--- src/rtl/psram_ctrl_pkg.sv ---
package psram_ctrl_pkg;

  typedef enum logic [2:0] {
    ST_IDLE,
    ST_SETUP,
    ST_ACT,
    ST_HOLD,
    ST_PAD
  } seq_st_t;

  // round a nanosecond limit up to whole clock periods
  function automatic int ns_to_cyc(input int ns, input int clk_ns);
    return (ns + clk_ns - 1) / clk_ns;
  endfunction

  function automatic int imax(input int a, input int b);
    return (a > b) ? a : b;
  endfunction

  function automatic int imin(input int a, input int b);
    return (a < b) ? a : b;
  endfunction

endpackage

--- src/rtl/psram_seq.sv ---
module psram_seq
  import psram_ctrl_pkg::*;
#(
  parameter int LANES    = 2,
  parameter int RD_C     = 9,
  parameter int WR_C     = 6,
  parameter int HOLD_C   = 2,
  parameter int PAD_C    = 2,
  parameter int MAXLOW_C = 125
) (
  input  logic             clk,
  input  logic             rst_n,
  input  logic             req_valid,
  input  logic             req_write,
  output logic             req_ready,
  output logic             accept,
  output logic             capture,
  input  logic [LANES-1:0] ben_q,
  input  logic [19:0]      mem_addr,
  output logic             mem_ce1_n,
  output logic             mem_oe_n,
  output logic             mem_we_n,
  output logic [LANES-1:0] mem_lane_n,
  output logic             mem_dq_oe,
  output logic             rsp_valid
);

  localparam int CNT_MAX = imax(imax(RD_C, WR_C), imax(HOLD_C, PAD_C));
  localparam int CNT_W   = $clog2(CNT_MAX + 1);
  localparam int LO_W    = $clog2(MAXLOW_C + 2);

  seq_st_t          st;
  logic [CNT_W-1:0] cnt;
  logic             wr_q;
  logic             rsp_q;
  logic             cnt_zero;
  logic             in_act;
  logic             strobe_win;

  assign req_ready  = (st == ST_IDLE);
  assign accept     = req_valid && req_ready;
  assign cnt_zero   = (cnt == '0);
  assign in_act     = (st == ST_ACT);
  assign strobe_win = in_act || (st == ST_HOLD);
  assign capture    = in_act && cnt_zero && !wr_q;
  assign rsp_valid  = rsp_q;

  always_ff @(posedge clk or negedge rst_n) begin
    if (!rst_n) begin
      st    <= ST_IDLE;
      cnt   <= '0;
      wr_q  <= 1'b0;
      rsp_q <= 1'b0;
    end else begin
      rsp_q <= 1'b0;
      unique case (st)
        ST_IDLE: begin
          if (accept) begin
            st   <= ST_SETUP;
            wr_q <= req_write;
          end
        end
        ST_SETUP: begin
          st  <= ST_ACT;
          cnt <= wr_q ? CNT_W'(WR_C - 1) : CNT_W'(RD_C - 1);
        end
        ST_ACT: begin
          if (cnt_zero) begin
            st    <= ST_HOLD;
            cnt   <= CNT_W'(HOLD_C - 1);
            rsp_q <= 1'b1;
          end else begin
            cnt <= cnt - 1'b1;
          end
        end
        ST_HOLD: begin
          if (cnt_zero) begin
            st  <= ST_PAD;
            cnt <= CNT_W'(PAD_C - 1);
          end else begin
            cnt <= cnt - 1'b1;
          end
        end
        ST_PAD: begin
          if (cnt_zero) st <= ST_IDLE;
          else          cnt <= cnt - 1'b1;
        end
        default: st <= ST_IDLE;
      endcase
    end
  end

  // strobes: chip select only in the active window, OE/WE/lanes kept
  // through the standby hold so they stay put after chip select rises
  assign mem_ce1_n  = !in_act;
  assign mem_oe_n   = !(strobe_win && !wr_q);
  assign mem_we_n   = !(strobe_win && wr_q);
  assign mem_dq_oe  = in_act && wr_q;

  genvar gi;
  generate
    for (gi = 0; gi < LANES; gi++) begin : g_lane
      assign mem_lane_n[gi] = !(strobe_win && ben_q[gi]);
    end
  endgenerate

  // run length of chip select low, watched by the checker below
  logic [LO_W-1:0] lo_run;
  always_ff @(posedge clk or negedge rst_n) begin
    if (!rst_n)          lo_run <= '0;
    else if (!mem_ce1_n) lo_run <= (lo_run == '1) ? lo_run : lo_run + 1'b1;
    else                 lo_run <= '0;
  end


  oe_we_excl_chk: assert property (@(posedge clk) disable iff (!rst_n)
    !mem_we_n |-> mem_oe_n);


  bus_own_chk: assert property (@(posedge clk) disable iff (!rst_n)
    mem_dq_oe |-> (!mem_ce1_n && !mem_we_n && mem_oe_n));


  standby_hold_chk: assert property (@(posedge clk) disable iff (!rst_n)
    $rose(mem_ce1_n) |-> ($stable(mem_oe_n) && $stable(mem_we_n)));


  addr_stable_chk: assert property (@(posedge clk) disable iff (!rst_n)
    (!mem_ce1_n && $past(!mem_ce1_n)) |-> $stable(mem_addr));


  ce_low_max_chk: assert property (@(posedge clk) disable iff (!rst_n)
    lo_run <= LO_W'(MAXLOW_C));


  rsp_pulse_chk: assert property (@(posedge clk) disable iff (!rst_n)
    rsp_valid |=> !rsp_valid);


  ready_idle_chk: assert property (@(posedge clk) disable iff (!rst_n)
    req_ready |-> (mem_ce1_n && mem_oe_n && mem_we_n && !mem_dq_oe));

endmodule

--- src/rtl/psram_dpath.sv ---
module psram_dpath #(
  parameter int ADDR_W = 20,
  parameter int DATA_W = 16
) (
  input  logic                  clk,
  input  logic                  rst_n,
  input  logic                  accept,
  input  logic                  capture,
  input  logic [ADDR_W-1:0]     req_addr,
  input  logic [DATA_W-1:0]     req_wdata,
  input  logic [DATA_W/8-1:0]   req_ben,
  input  logic [DATA_W-1:0]     mem_dq_in,
  output logic [ADDR_W-1:0]     mem_addr,
  output logic [DATA_W-1:0]     mem_dq_out,
  output logic [DATA_W/8-1:0]   ben_q,
  output logic [DATA_W-1:0]     rsp_rdata
);

  localparam int LANES = DATA_W / 8;

  logic [ADDR_W-1:0] addr_q;
  logic [DATA_W-1:0] wdata_q;
  logic [DATA_W-1:0] rdata_q;

  always_ff @(posedge clk or negedge rst_n) begin
    if (!rst_n) begin
      addr_q  <= '0;
      wdata_q <= '0;
      ben_q   <= '0;
    end else if (accept) begin
      addr_q  <= req_addr;
      wdata_q <= req_wdata;
      ben_q   <= req_ben;
    end
  end

  genvar gl;
  generate
    for (gl = 0; gl < LANES; gl++) begin : g_rd_lane
      always_ff @(posedge clk or negedge rst_n) begin
        if (!rst_n)       rdata_q[8*gl +: 8] <= '0;
        else if (capture) rdata_q[8*gl +: 8] <= ben_q[gl] ? mem_dq_in[8*gl +: 8] : 8'h00;
      end


      masked_lane_zero_chk: assert property (@(posedge clk) disable iff (!rst_n)
        capture |=> (ben_q[gl] || (rsp_rdata[8*gl +: 8] == 8'h00)));
    end
  endgenerate

  assign mem_addr   = addr_q;
  assign mem_dq_out = wdata_q;
  assign rsp_rdata  = rdata_q;

endmodule

--- src/rtl/psram_host_ctrl.sv ---
module psram_host_ctrl
  import psram_ctrl_pkg::*;
#(
  parameter int ADDR_W       = 20,
  parameter int DATA_W       = 16,
  parameter int CLK_NS       = 8,
  parameter int T_CYC_NS     = 80,
  parameter int T_CE_MAX_NS  = 1000,
  parameter int T_ACC_NS     = 70,
  parameter int T_OE_ACC_NS  = 45,
  parameter int T_WP_NS      = 45,
  parameter int T_DS_NS      = 20,
  parameter int T_WHOL_NS    = 15,
  parameter int T_CP_NS      = 15,
  parameter int T_HOLD_NS    = 10
) (
  input  logic                clk,
  input  logic                rst_n,
  input  logic                req_valid,
  output logic                req_ready,
  input  logic                req_write,
  input  logic [ADDR_W-1:0]   req_addr,
  input  logic [DATA_W-1:0]   req_wdata,
  input  logic [DATA_W/8-1:0] req_ben,
  output logic                rsp_valid,
  output logic [DATA_W-1:0]   rsp_rdata,
  output logic [ADDR_W-1:0]   mem_addr,
  output logic                mem_ce1_n,
  output logic                mem_oe_n,
  output logic                mem_we_n,
  output logic [DATA_W/8-1:0] mem_lane_n,
  output logic [DATA_W-1:0]   mem_dq_out,
  input  logic [DATA_W-1:0]   mem_dq_in,
  output logic                mem_dq_oe
);

  localparam int LANES    = DATA_W / 8;
  localparam int RD_C     = imax(ns_to_cyc(T_ACC_NS, CLK_NS), ns_to_cyc(T_OE_ACC_NS, CLK_NS));
  localparam int WR_C     = imax(ns_to_cyc(T_WP_NS, CLK_NS), ns_to_cyc(T_DS_NS, CLK_NS));
  localparam int HOLD_C   = imax(1, ns_to_cyc(T_HOLD_NS, CLK_NS));
  localparam int CYC_C    = ns_to_cyc(T_CYC_NS, CLK_NS);
  localparam int REM_C    = CYC_C - 1 - imin(RD_C, WR_C) - HOLD_C;
  localparam int PAD_C    = imax(imax(1, ns_to_cyc(T_WHOL_NS, CLK_NS)),
                                 imax(ns_to_cyc(T_CP_NS, CLK_NS) - HOLD_C, REM_C));
  localparam int MAXLOW_C = T_CE_MAX_NS / CLK_NS;

  logic             accept;
  logic             capture;
  logic [LANES-1:0] ben_q;

  psram_dpath #(
    .ADDR_W (ADDR_W),
    .DATA_W (DATA_W)
  ) u_dpath (
    .clk        (clk),
    .rst_n      (rst_n),
    .accept     (accept),
    .capture    (capture),
    .req_addr   (req_addr),
    .req_wdata  (req_wdata),
    .req_ben    (req_ben),
    .mem_dq_in  (mem_dq_in),
    .mem_addr   (mem_addr),
    .mem_dq_out (mem_dq_out),
    .ben_q      (ben_q),
    .rsp_rdata  (rsp_rdata)
  );

  psram_seq #(
    .LANES    (LANES),
    .RD_C     (RD_C),
    .WR_C     (WR_C),
    .HOLD_C   (HOLD_C),
    .PAD_C    (PAD_C),
    .MAXLOW_C (MAXLOW_C)
  ) u_seq (
    .clk        (clk),
    .rst_n      (rst_n),
    .req_valid  (req_valid),
    .req_write  (req_write),
    .req_ready  (req_ready),
    .accept     (accept),
    .capture    (capture),
    .ben_q      (ben_q),
    .mem_addr   (mem_addr[19:0]),
    .mem_ce1_n  (mem_ce1_n),
    .mem_oe_n   (mem_oe_n),
    .mem_we_n   (mem_we_n),
    .mem_lane_n (mem_lane_n),
    .mem_dq_oe  (mem_dq_oe),
    .rsp_valid  (rsp_valid)
  );

endmodule

--- config.mk ---
export PLATFORM = sky130hd
export DESIGN_NAME = psram_host_ctrl
export DESIGN_NICKNAME = d
export VERILOG_FILES = /design/src/rtl/psram_ctrl_pkg.sv /design/src/rtl/psram_seq.sv /design/src/rtl/psram_dpath.sv /design/src/rtl/psram_host_ctrl.sv
export SDC_FILE = /design/constraint.sdc
export NUM_CORES = 1
export LEC_CHECK = 0
export ABC_CLOCK_PERIOD_IN_PS = 4800
export BUFFER_PORTS_ARGS = -buffer_cell sky130_fd_sc_hd__clkbuf_2
export CORE_ASPECT_RATIO = 1.2
export CORE_MARGIN = 2
export CORE_UTILIZATION = 48
export DETAILED_ROUTE_END_ITERATION = 8
export GPL_TIMING_DRIVEN = 0
export PLACE_DENSITY = 0.81
export SETUP_SLACK_MARGIN = 0.15
export SYNTH_ARGS = -nofsm -noshare
export SYNTH_HDL_FRONTEND = slang
export SYNTH_SLANG_ARGS = --single-unit
--- constraint.sdc ---
create_clock -name clk -period 4.8 [get_ports clk]
set_clock_uncertainty 0.15 [all_clocks]
set_input_delay 0.96 -clock clk [delete_from_list [all_inputs] [get_ports clk]]
set_output_delay 0.96 -clock clk [all_outputs]
set_load 0.01 [all_outputs]
# After elaboration in Yosys (flattened, before gate mapping)

Cells that the tools add are included.

Mux-type cells: 13
Add/sub/neg operators: 1
Reductions and logical operators: 22
Equality and inequality tests: 9

Operators by type and width:

| cell                                             | number |
|---|---|
| 2-to-1 mux 8 bit                                 | 2 |
| case mux 3 bit (5 select lines)                  | 1 |
| 2-to-1 mux 3 bit                                 | 4 |
| 2-to-1 mux 4 bit                                 | 3 |
| case mux 4 bit (3 select lines)                  | 1 |
| logical AND 1 bit                                | 8 |
| == test 3 x 2 -> 1 bit, second input constant    | 2 |
| zero test 1 bit                                  | 6 |
| != test 2 x 1 -> 1 bit, second input constant    | 3 |
| zero test 4 bit                                  | 1 |
| != test 2 bit, second input constant             | 2 |
| AND reduction 2 bit                              | 2 |
| AND reduction 4 bit                              | 1 |
| subtractor 4 x 1 -> 4 bit, second input constant | 1 |
| == test 3 x 1 -> 1 bit, second input constant    | 1 |
| == test 3 bit, second input constant             | 1 |
| zero test 3 bit                                  | 1 |
| nonzero test 3 bit                               | 1 |
| 2-to-1 mux 1 bit                                 | 2 |
| OR reduction 2 bit                               | 1 |
| logical OR 1 bit                                 | 1 |

Bits in registers: 63
Logic and storage cells: 54
Input bits: 58
Output and inout bits: 60

# Depth between registers and ports, before layout

Gate-level depths: netlist (run 1).

Depth after elaboration: 4
Gate-level depth with buffers: 7
Mapped depth without buffers: 5

# By module

A second synthesis (run 1) with hierarchy kept.

Cells, all modules: 215
Area, all modules: 2713.9 sq um

By module, submodules not included:

| module      | cells an instance | area an instance (sq um) | instances |
|---|---|---|---|
| psram_dpath | 149               | 2134.5                   | 1 |
| psram_seq   | 66                | 579.3                    | 1 |

# Worst setup path after synthesis (run 1)

OpenSTA, ideal clock, no wires.

Path type: register -> output
From: reg u_seq.st[2]
To: out mem_dq_oe
Buffers on the path: 2
Slack: 2391 ps
Stages on the path, launching flop included: 6
Arrival: 1299 ps
Required time: 3690 ps
Cell sequence: dfrtp_1 > clkbuf_1 > nor2b_1 > clkbuf_1 > nand2b_1 > nor2_1

Word-level cells in the longest chain between the ends: 2

Ends and longest elaborated chain:

| what                     | line                  | RTL |
|---|---|---|
| start: declaration       | psram_seq.sv:32       | `seq_st_t st;` |
| start signal: assignment | psram_seq.sv:50       | `st <= ST_IDLE;` |
| start signal: assignment | psram_seq.sv:59       | `st <= ST_SETUP;` |
| start signal: assignment | psram_seq.sv:64       | `st <= ST_ACT;` |
| == test 3 x 2 -> 1 bit   | psram_seq.sv:43       | `assign in_act = (st == ST_ACT);` |
| logical AND 1 bit        | psram_seq.sv:98       | `assign mem_dq_oe = in_act && wr_q;` |
| end: declaration         | psram_host_ctrl.sv:34 | `output logic mem_dq_oe` |

Every way passes these cells.

# Worst setup path in the final report (run 1)

Ends and elaborated chain as after synthesis.

==> impl_metrics.yaml, run 1 <==
logic_synthesis:
  yosys.area.top_type: "dfrtp_1"
  netlist.area_leader.share_pct: 58.12
  synth.avg_cell_area_um2: 12.74
  async_reset_ff_share_pct: 100.0
  synth_area_mm2: 0.002713
  netlist_top_cells_area: "dfrtp_1 (58%), mux2_2 (16%), mux2i_1 (6.6%)"
  synthTopCellsByCount: "dfrtp_1 (63), mux2_2 (39), nand2_1 (23)"
  synth-seq-area-share_pct: 58.12
  synth_flop_cell: "dfrtp_1"
  synth_cells: 213
  synth.most_common_cell: "dfrtp_1"
  ys_ff_latch: 63
  yosysUniqueCellTypes: 31
  synth_nets: 273
  yosysWarnings: 0
  synth_edf_count: 0
layout:
  syn2layout_area_growth_pct: 32.47
  drive_gt1_share_pct: 53.47
  diodes: 0
  post-route-util_pct: 64.68
  final_design_area_no_fill_mm2: 0.003593
  num-nets-final: 401
drt:
  finalWirelength_um: 5545
  drt_drc_violations_left: 0
  num_vias: 2025
  vias_per_cell: 4.939
  drt_first_pass_iters: 4
  ant_nets: 0
  wl_per_cell_um: 13.52
  drt_iter0_markers: 72
critical_path:
  cpMostUsedCell: "clkbuf_1"
  cp_max_fo: 10
  worstPathRequired_ns: 3.69
  worst_path_dominant_cell_family: "buffers and inverters"
  arrival_ns: 1.85
  crit_path_end_kind: "primary output"
  slowest_delay_ns: 0.37
  cp.buffers_inverters: 3
  startpoint_type: "flop"
  path_cells: "clkbuf_1, nor2b_1, clkbuf_1, nand2b_1, nor2_1, clkbuf_2"
  slowest_stage: "dfrtp_1"
  worstSetupPathType: "reg2out"
outcome:
  status: "finished, final reports clean"
hold_path:
  hold_class: "reg2reg"
timing:
  slew_violations: 0
  fmax_ghz: 0.3382
  worst_pin_slew_ns: 0.8396
  finalHoldViolations: 0
  period_share_pct: 61.59
  tns_ns: 0
  period_needed_ns: 2.957
  rsz0062_at_grt: "no"
  slew-limit-headroom_pct: 44.02
  setup_violations: 0
  setup_ws_ns: 1.843
cts:
  cts_root_buf: "clkbuf_8"
  cts_tree: "yes"
  ctsHoldBuffers: 0
  clkSinkCount: 63
  cts_resized: 0
  htreeDepth: 3
  clockBufferDepth: 2
  post-cts-setup-buffers: 0
  cts_buffers: 9
  clkTransAtPathRegs_ns: 0.06
  clk_latency_ns: 0.34
grt:
  gr-total-overflow: 0
  grt_start_max_net_pins: 64
  grt_usage_pct: 19.13
  antenna_found_initial: 0
  grt_pass1_wl_um: 9011
  first_global_vias: 2048
place:
  hpwlAfterDp_um: 4193
  io_buffers: 117
  placed_area_mm2: 0.003381
  gp_congestion: 0.8092
  place_worst_setup_slack_ns: 2.185
floorplanning:
  ios: 118
  core_area_mm2: 0.005555
  die_height_um: 86.35
  rows: 30
  die_w_um: 72.63
  initial_core_util_pct: 48.83
  die_area_mm2: 0.006271
pwr:
  power_mw: 2.250
  irDropWorstVdd_v: 0.0003202
  p_per_area_mw_per_mm2: 626.2
  leakage_nw: 1.834
job:
  drv_cap: 0
[routing by layer]
metal	wire (um)	up-vias	GRT usage, %
met2	3024	65	33.06
met4	94	0	9.091
met3	337	8	7.209
li1	-	967	-
met1	2089	985	20.35
met5	0	-	0
[path summary, 6_finish.rpt]
kind | start | cells after the start | endpoint | slack (ns)
worst min register to register | u_dpath.mem_dq_out[7]$_DFFE_PN0P_ | 1 | u_dpath.mem_dq_out[7]$_DFFE_PN0P_ | 0.36
min in group asynchronous | rst_n | 1 | u_dpath.mem_addr[17]$_DFFE_PN0P_ | 0.59
max in group asynchronous | rst_n | 1 | u_dpath.rsp_rdata[13]$_DFFE_PN0P_ | 3.36
worst min-delay path | u_dpath.mem_dq_out[7]$_DFFE_PN0P_ | 1 | u_dpath.mem_dq_out[7]$_DFFE_PN0P_ | 0.36
worst max register to register | u_seq.cnt[0]$_DFFE_PN0P_ | 7 | u_dpath.rsp_rdata[3]$_DFFE_PN0P_ | 2.64
worst max-delay path | u_seq.st[2]$_DFFE_PN0P_ | 6 | mem_dq_oe | 1.84
[flip-flops by register name, summed over array words and instances (netlist names)]
register / count
u_dpath.mem_addr: 20
u_dpath.mem_dq_out: 16
u_dpath.rsp_rdata: 16
u_seq.cnt: 4
u_seq.st: 3
u_dpath.ben_q: 2
u_seq.rsp_valid: 1
u_seq.wr_q: 1
[area by class of cell]
type	count	area [um^2]
plain buffers	12	83.83
flip-flops and latches	63	1577
clock inverters	6	85.08
inverters	20	75.07
repair buffers	117	588.1
multi-input cells	118	977.2
fillers	460	1962
clock buffers	10	127.6
well taps	64	80.08
[worst reg2reg max path, stage by stage, from the launching register on]
cell	delay (ns)
dfrtp_1	0.42
inv_1	0.10
ha_1	0.18
or3b_4	0.43
nor4b_4	0.27
buf_6	0.18
buf_12	0.15
mux2i_1	0.20
[metrics by stage]
step	hold WS, ns	std cells
floorplan	0.3894	213
global placement	0.3386	394
detailed placement	0.3449	394
CTS	0.3610	410
global route	0.3766	410
finish	0.3581	410
[kinds of logic after synthesis]
kind of cell | count (synthesis) | share of synthesized area [%]
adders and majority gates | 2 | 0.9224
and+or+nand+nor | 46 | 8.902
DFF | 63 | 58.12
AOI/OAI and AO/OA | 13 | 3.367
buffers and inverters | 32 | 5.858
muxes | 57 | 22.83
[power by group]
group / internal [mW] / switching [mW]
clock: 0.290 / 0.202
sequential: 0.752 / 0.125
combinational: 0.437 / 0.443
[layout by cell type (no fill, tap or decap)]
cell type / Yosys / final
and2_2: 1 / 1
nor2b_1: 2 / 2
o21ai_0: 4 / 4
clkinvlp_4: 0 / 2
nand2b_1: 1 / 1
buf_12: 1 / 1
and3_1: 1 / 1
and2_1: 2 / 2
or3b_4: 1 / 1
ha_1: 2 / 2
buf_4: 1 / 1
nand2_1: 23 / 23
buf_6: 2 / 2
nor4b_1: 1 / 1
nor2_1: 6 / 6
buf_2: 3 / 3
nor3_1: 4 / 4
or3b_2: 1 / 1
a211oi_1: 1 / 1
clkbuf_2: 0 / 116
nor3b_1: 2 / 2
mux2_2: 39 / 39
dfrtp_1: 63 / 63
o221a_2: 2 / 2
o32ai_1: 1 / 1
a221oi_1: 1 / 1
inv_1: 20 / 20
bufinv_16: 0 / 2
clkbuf_4: 0 / 1
a31o_2: 1 / 1
a21oi_1: 3 / 3
mux2i_1: 18 / 18
clkinv_2: 0 / 2
clkbuf_1: 3 / 4
clkbuf_8: 0 / 9
nor4b_4: 1 / 1
buf_1: 2 / 2
No activity file was read; power rests on OpenSTA's default activity.
==> run 2, diff against run 1 <==
ABC_CLOCK_PERIOD_IN_PS = 2800   (was 4800)
CORE_UTILIZATION = 47   (was 48)
PLACE_DENSITY = 0.79   (was 0.81)
clock period = 2.8 ns   (was 4.8 ns; I/O delays follow)
==> run 2 against run 1 <==
Register-to-register slack lost 2.0 ns. Non-clock buffer count is the same. Die area grew 2.0%. Power grew 74%. Clock-buffer cell count grew 1. First-iteration DRC count shrank 15%. Final area grew 0.56%. Sequential power grew 72%. Worst setup slack lost 1.5 ns. Largest cell class unchanged. Highest routed layer unchanged.
==> impl_metrics.yaml, run 2 (same netlist as run 1, synthesis figures left out) <==
layout:
  syn2layout_area_growth_pct: 33.21
  layout_common_cells: "clkbuf_2 (117), dfrtp_1 (63), mux2_2 (39)"
  diodes: 0
  final_design_area_no_fill_mm2: 0.003613
  num-nets-final: 401
  multi_input_area_um2: 977.2
  mostFrequentLayoutCell: "clkbuf_2"
  fill_cells: 459
  register_area_mm2: 0.001577
  largest_register_ffs: 20
  drive_gt1_share_pct: 54.05
timing:
  worst_pin_slew_ns: 0.8349
  setup_ws_ns: 0.3731
  fmax_ghz: 0.4120
  setup_violations: 0
  period_needed_ns: 2.427
  finalHoldViolations: 0
  period_share_pct: 86.68
  rsz0062_at_grt: "no"
  slew_violations: 0
  tns_ns: 0
  slew-limit-headroom_pct: 44.34
cts:
  clkSinkCount: 63
  post-cts-setup-buffers: 0
  clockBufferDepth: 2
  clkTransAtPathRegs_ns: 0.07
  clk_latency_ns: 0.34
  cts_buffers: 9
  cts_tree: "yes"
  htreeDepth: 3
  cts_root_buf: "clkbuf_8"
floorplanning:
  core_area_mm2: 0.005630
  die_w_um: 73.35
  ios: 118
  die_area_mm2: 0.006398
  die_height_um: 87.22
  initial_core_util_pct: 48.18
  rows: 30
drt:
  drt_iter0_markers: 61
  drt_drc_violations_left: 0
  wl_per_cell_um: 13.69
  drt_first_pass_iters: 4
  vias_per_cell: 4.910
  finalWirelength_um: 5611
  num_vias: 2013
  ant_nets: 0
critical_path:
  worstSetupPathType: "reg2out"
  cp_max_fo: 10
  startpoint_type: "flop"
  regToRegSetupSlack_ns: 0.62
  r2r-end: "u_dpath.rsp_rdata[0]$_DFFE_PN0P_"
  reg2reg_depth: 7
  reg2reg_from: "u_seq.cnt[0]$_DFFE_PN0P_"
  crit_path_end_kind: "primary output"
  arrival_ns: 1.72
  worstPathRequired_ns: 2.09
grt:
  gr-total-overflow: 0
  first_global_vias: 1936
  antenna_found_initial: 0
  grt_usage_pct: 18.05
  grt_start_max_net_pins: 64
  grt_pass1_wl_um: 8597
place:
  gp_congestion: 0.8066
  place_worst_setup_slack_ns: 0.5765
  hpwlAfterDp_um: 4194
  placed_area_mm2: 0.003381
  io_buffers: 117
pwr:
  p_clk_share_pct: 22.8
  net-switching-power_mw: 1.326
  intPower_mw: 2.589
  power_mw: 3.915
  pwr-share-comb_pct: 38.7
  p_per_area_mw_per_mm2: 1083
  irDropWorstVdd_v: 0.0006210
  p_seq_share_pct: 38.5
  swShare_pct: 33.87
  leakage_nw: 1.846
job:
  drv_cap: 0
outcome:
  status: "finished, final reports clean"
hold_path:
  hold_class: "in2async"
run 2: final cells by class:
class	instances	share of cell area, %
tap	64	2.216
inverter	20	2.078
clock inverter	5	2.216
timing repair buffer	117	16.27
sequential	63	43.63
buffer	12	2.355
multi-input combinational	118	27.04
clock buffer	11	4.190
run 2: worst max-delay path: stages, from the launching register on:
cell,delay [ns]
dfrtp_1,0.37
clkbuf_1,0.19
nor2b_1,0.19
clkbuf_2,0.26
nand2b_1,0.12
nor2_1,0.11
clkbuf_2,0.14
run 2: worst max path at each step:
stage / start / end / slack (ns)
6_report: u_seq.st[2]$_DFFE_PN0P_ / mem_dq_oe / 0.37
5_1_grt: u_seq.st[2]$_DFFE_PN0P_ / mem_dq_oe / 0.28
4_1_cts: u_seq.st[2]$_DFFE_PN0P_ / mem_dq_oe / 0.20
3_5_place_dp: u_seq.st[2]$_DFFE_PN0P_ / mem_dq_oe / 0.58
3_3_place_gp: u_seq.st[2]$_DFFE_PN0P_ / mem_dq_oe / 0.60
2_1_floorplan: u_seq.st[2]$_DFFE_PN0P_ / mem_dq_oe / 0.79
run 2: timing repair:
item | in CTS | in global routing
hold buffers | 0 | 0
setup endpoints to repair | 0 | 1
gates resized for setup | 0 | 2
run 2: power by group through the flow:
stage                     registers [mW]  logic, mW  clock network (mW)
final                               1.51       1.52               0.894
after global routing                1.56       1.67               0.953
after CTS                           1.51       1.54               0.910
after detailed placement            1.52       1.53                   0
after global placement              1.50       1.49                   0
after floorplan                     1.65      0.799                   0
run 2: through the flow:
step	util (%)	hold slack [ns]	cells
after global placement	60.00	0.3381	394
after detailed placement	60.04	0.3445	394
after floorplan	-	0.1144	213
final	64.18	0.1970	410
after global routing	64.18	0.2582	410
after CTS	64.16	0.2223	410
run 2: metal layers:
metal  up-vias  track usage (%)  wire length [um]
met5         -                0                 0
met4         0            8.264               124
met3        13            7.523               299
met2        65            30.22              2993
met1       969            19.79              2194
li1        966                -                 -
==> run 3, diff against run 2 <==
CAP_MARGIN = 40   (was unset)
RECOVER_POWER = 100   (was unset)
==> run 3 against run 2 <==
Non-clock buffer count stayed put. Hold slack improved by 0.095 ns. Fmax about the same. The run now ends with capacitance limit, slew limit left. Via count increased by 0.30%. Power is 3.0% lower. Die area unchanged. Critical path type unchanged. Final cell count unchanged.
==> impl_metrics.yaml, run 3 (same netlist as run 1, synthesis figures left out) <==
outcome:
  status: "finished, violations left"
  violations: "capacitance limit, slew limit"
pwr:
  power_mw: 3.797
  leakage_nw: 1.636
  p_per_area_mw_per_mm2: 1081
  irDropWorstVdd_v: 0.0005979
grt:
  grt_start_max_net_pins: 64
  antenna_found_initial: 0
  gr-total-overflow: 0
  first_global_vias: 1936
  grt_usage_pct: 18.05
  grt_pass1_wl_um: 8597
floorplanning:
  die_w_um: 73.35
  initial_core_util_pct: 48.18
  rows: 30
  ios: 118
  core_area_mm2: 0.005630
  die_area_mm2: 0.006398
  die_height_um: 87.22
drt:
  wl_per_cell_um: 13.85
  vias_per_cell: 4.924
  drt_first_pass_iters: 4
  ant_nets: 0
  num_vias: 2019
  finalWirelength_um: 5680
  drt_iter0_markers: 63
  drt_drc_violations_left: 0
layout:
  syn2layout_area_growth_pct: 29.52
  num-nets-final: 401
  diodes: 0
  drive_gt1_share_pct: 35.26
  largest_register_ffs: 20
  mostFrequentLayoutCell: "clkbuf_1"
  stdcell_count: 410
  layout_common_cells: "clkbuf_1 (64), dfrtp_1 (63), clkbuf_2 (59)"
timing:
  slew-limit-headroom_pct: -1.890
  tns_ns: 0
  setup_ws_ns: 0.3733
  worst_pin_slew_ns: 1.528
  period_share_pct: 86.67
  period_needed_ns: 2.427
  slew_violations: 64
  setup_violations: 0
  finalHoldViolations: 0
  fmax_ghz: 0.4121
  rsz0062_at_grt: "no"
cts:
  post-cts-setup-buffers: 0
  cts_tree: "yes"
  cts_root_buf: "clkbuf_8"
  ctsHoldBuffers: 0
  clkSinkCount: 63
  cts_buffers: 9
  clk_latency_ns: 0.34
  htreeDepth: 3
  clkTransAtPathRegs_ns: 0.07
  cts_resized: 0
  clockBufferDepth: 2
hold_path:
  hold_class: "in2reg"
critical_path:
  worstSetupPathType: "reg2out"
  crit_path_end_kind: "primary output"
  slowest_delay_ns: 0.37
  cpMostUsedCell: "clkbuf_1"
  worstPathRequired_ns: 2.09
  cp.buffers_inverters: 3
  path_cells: "clkbuf_1, nor2b_1, clkbuf_2, nand2b_1, nor2_1, clkbuf_1"
  startpoint_type: "flop"
  slowest_stage: "dfrtp_1"
  worst_path_dominant_cell_family: "buffers and inverters"
  arrival_ns: 1.72
  cp_max_fo: 10
job:
  drv_cap: 1
place:
  place_worst_setup_slack_ns: 0.5765
  io_buffers: 117
  dpl.cell_count: 394
  gp_congestion: 0.8066
  hpwlAfterDp_um: 4194
-- run 3: cell count changes in the layout (fill, tap and decap cells not counted), sizes merged --
cell	before	now
clkbuf	131	134
buf	9	6
-- run 3: power breakdown --
group	leakage, nW	total [mW]	switching, mW	internal, mW
registers	0.786	1.50	0.206	1.29
logic	0.738	1.41	0.764	0.645
clock network	0.112	0.893	0.346	0.548
-- run 3: final cells by class --
| class | instances | area (um^2) |
|---|---|---|
| Timing Repair Buffer | 117 | 511.7 |
| Multi-Input combinational cell | 118 | 959.7 |
| Clock buffer | 11 | 151.4 |
| Inverter | 20 | 75.07 |
| Tap cell | 64 | 80.08 |
| Sequential cell | 63 | 1577 |
| Fill cell | 496 | 2117 |
| Buffer | 12 | 78.83 |
| Clock inverter | 5 | 80.08 |
-- run 3: path summary, 6_finish.rpt --
check / startpoint / to / slack, ns / depth (start not counted)
worst min register to register: u_dpath.mem_dq_out[7]$_DFFE_PN0P_ / u_dpath.mem_dq_out[7]$_DFFE_PN0P_ / 0.35 / 1
max in group asynchronous: rst_n / u_dpath.rsp_rdata[3]$_DFFE_PN0P_ / 1.16 / 1
worst max register to register: u_seq.cnt[0]$_DFFE_PN0P_ / u_dpath.rsp_rdata[4]$_DFFE_PN0P_ / 0.43 / 7
min in group asynchronous: rst_n / u_dpath.mem_addr[8]$_DFFE_PN0P_ / 0.44 / 1
worst min-delay path: req_addr[9] / u_dpath.mem_addr[9]$_DFFE_PN0P_ / 0.29 / 2
worst max-delay path: u_seq.st[2]$_DFFE_PN0P_ / mem_dq_oe / 0.37 / 6
-- run 3: layer usage --
metal	global-route usage, %	share of wire [%]	vias to the layer above
met5	0	0	-
met4	8.264	2.2	0
met3	7.523	5.3	13
met2	30.22	53	67
met1	19.79	40	973
li1	-	-	966
-- run 3: per-stage QoR --
stage,hold WS (ns),util (%),area [um^2]
detailed placement,0.3445,60.04,3381
finish,0.2916,62.40,3513
global placement,0.3381,60.00,3378
floorplan,0.1144,-,2713
global route,0.2722,62.40,3513
CTS,0.2223,64.16,3612
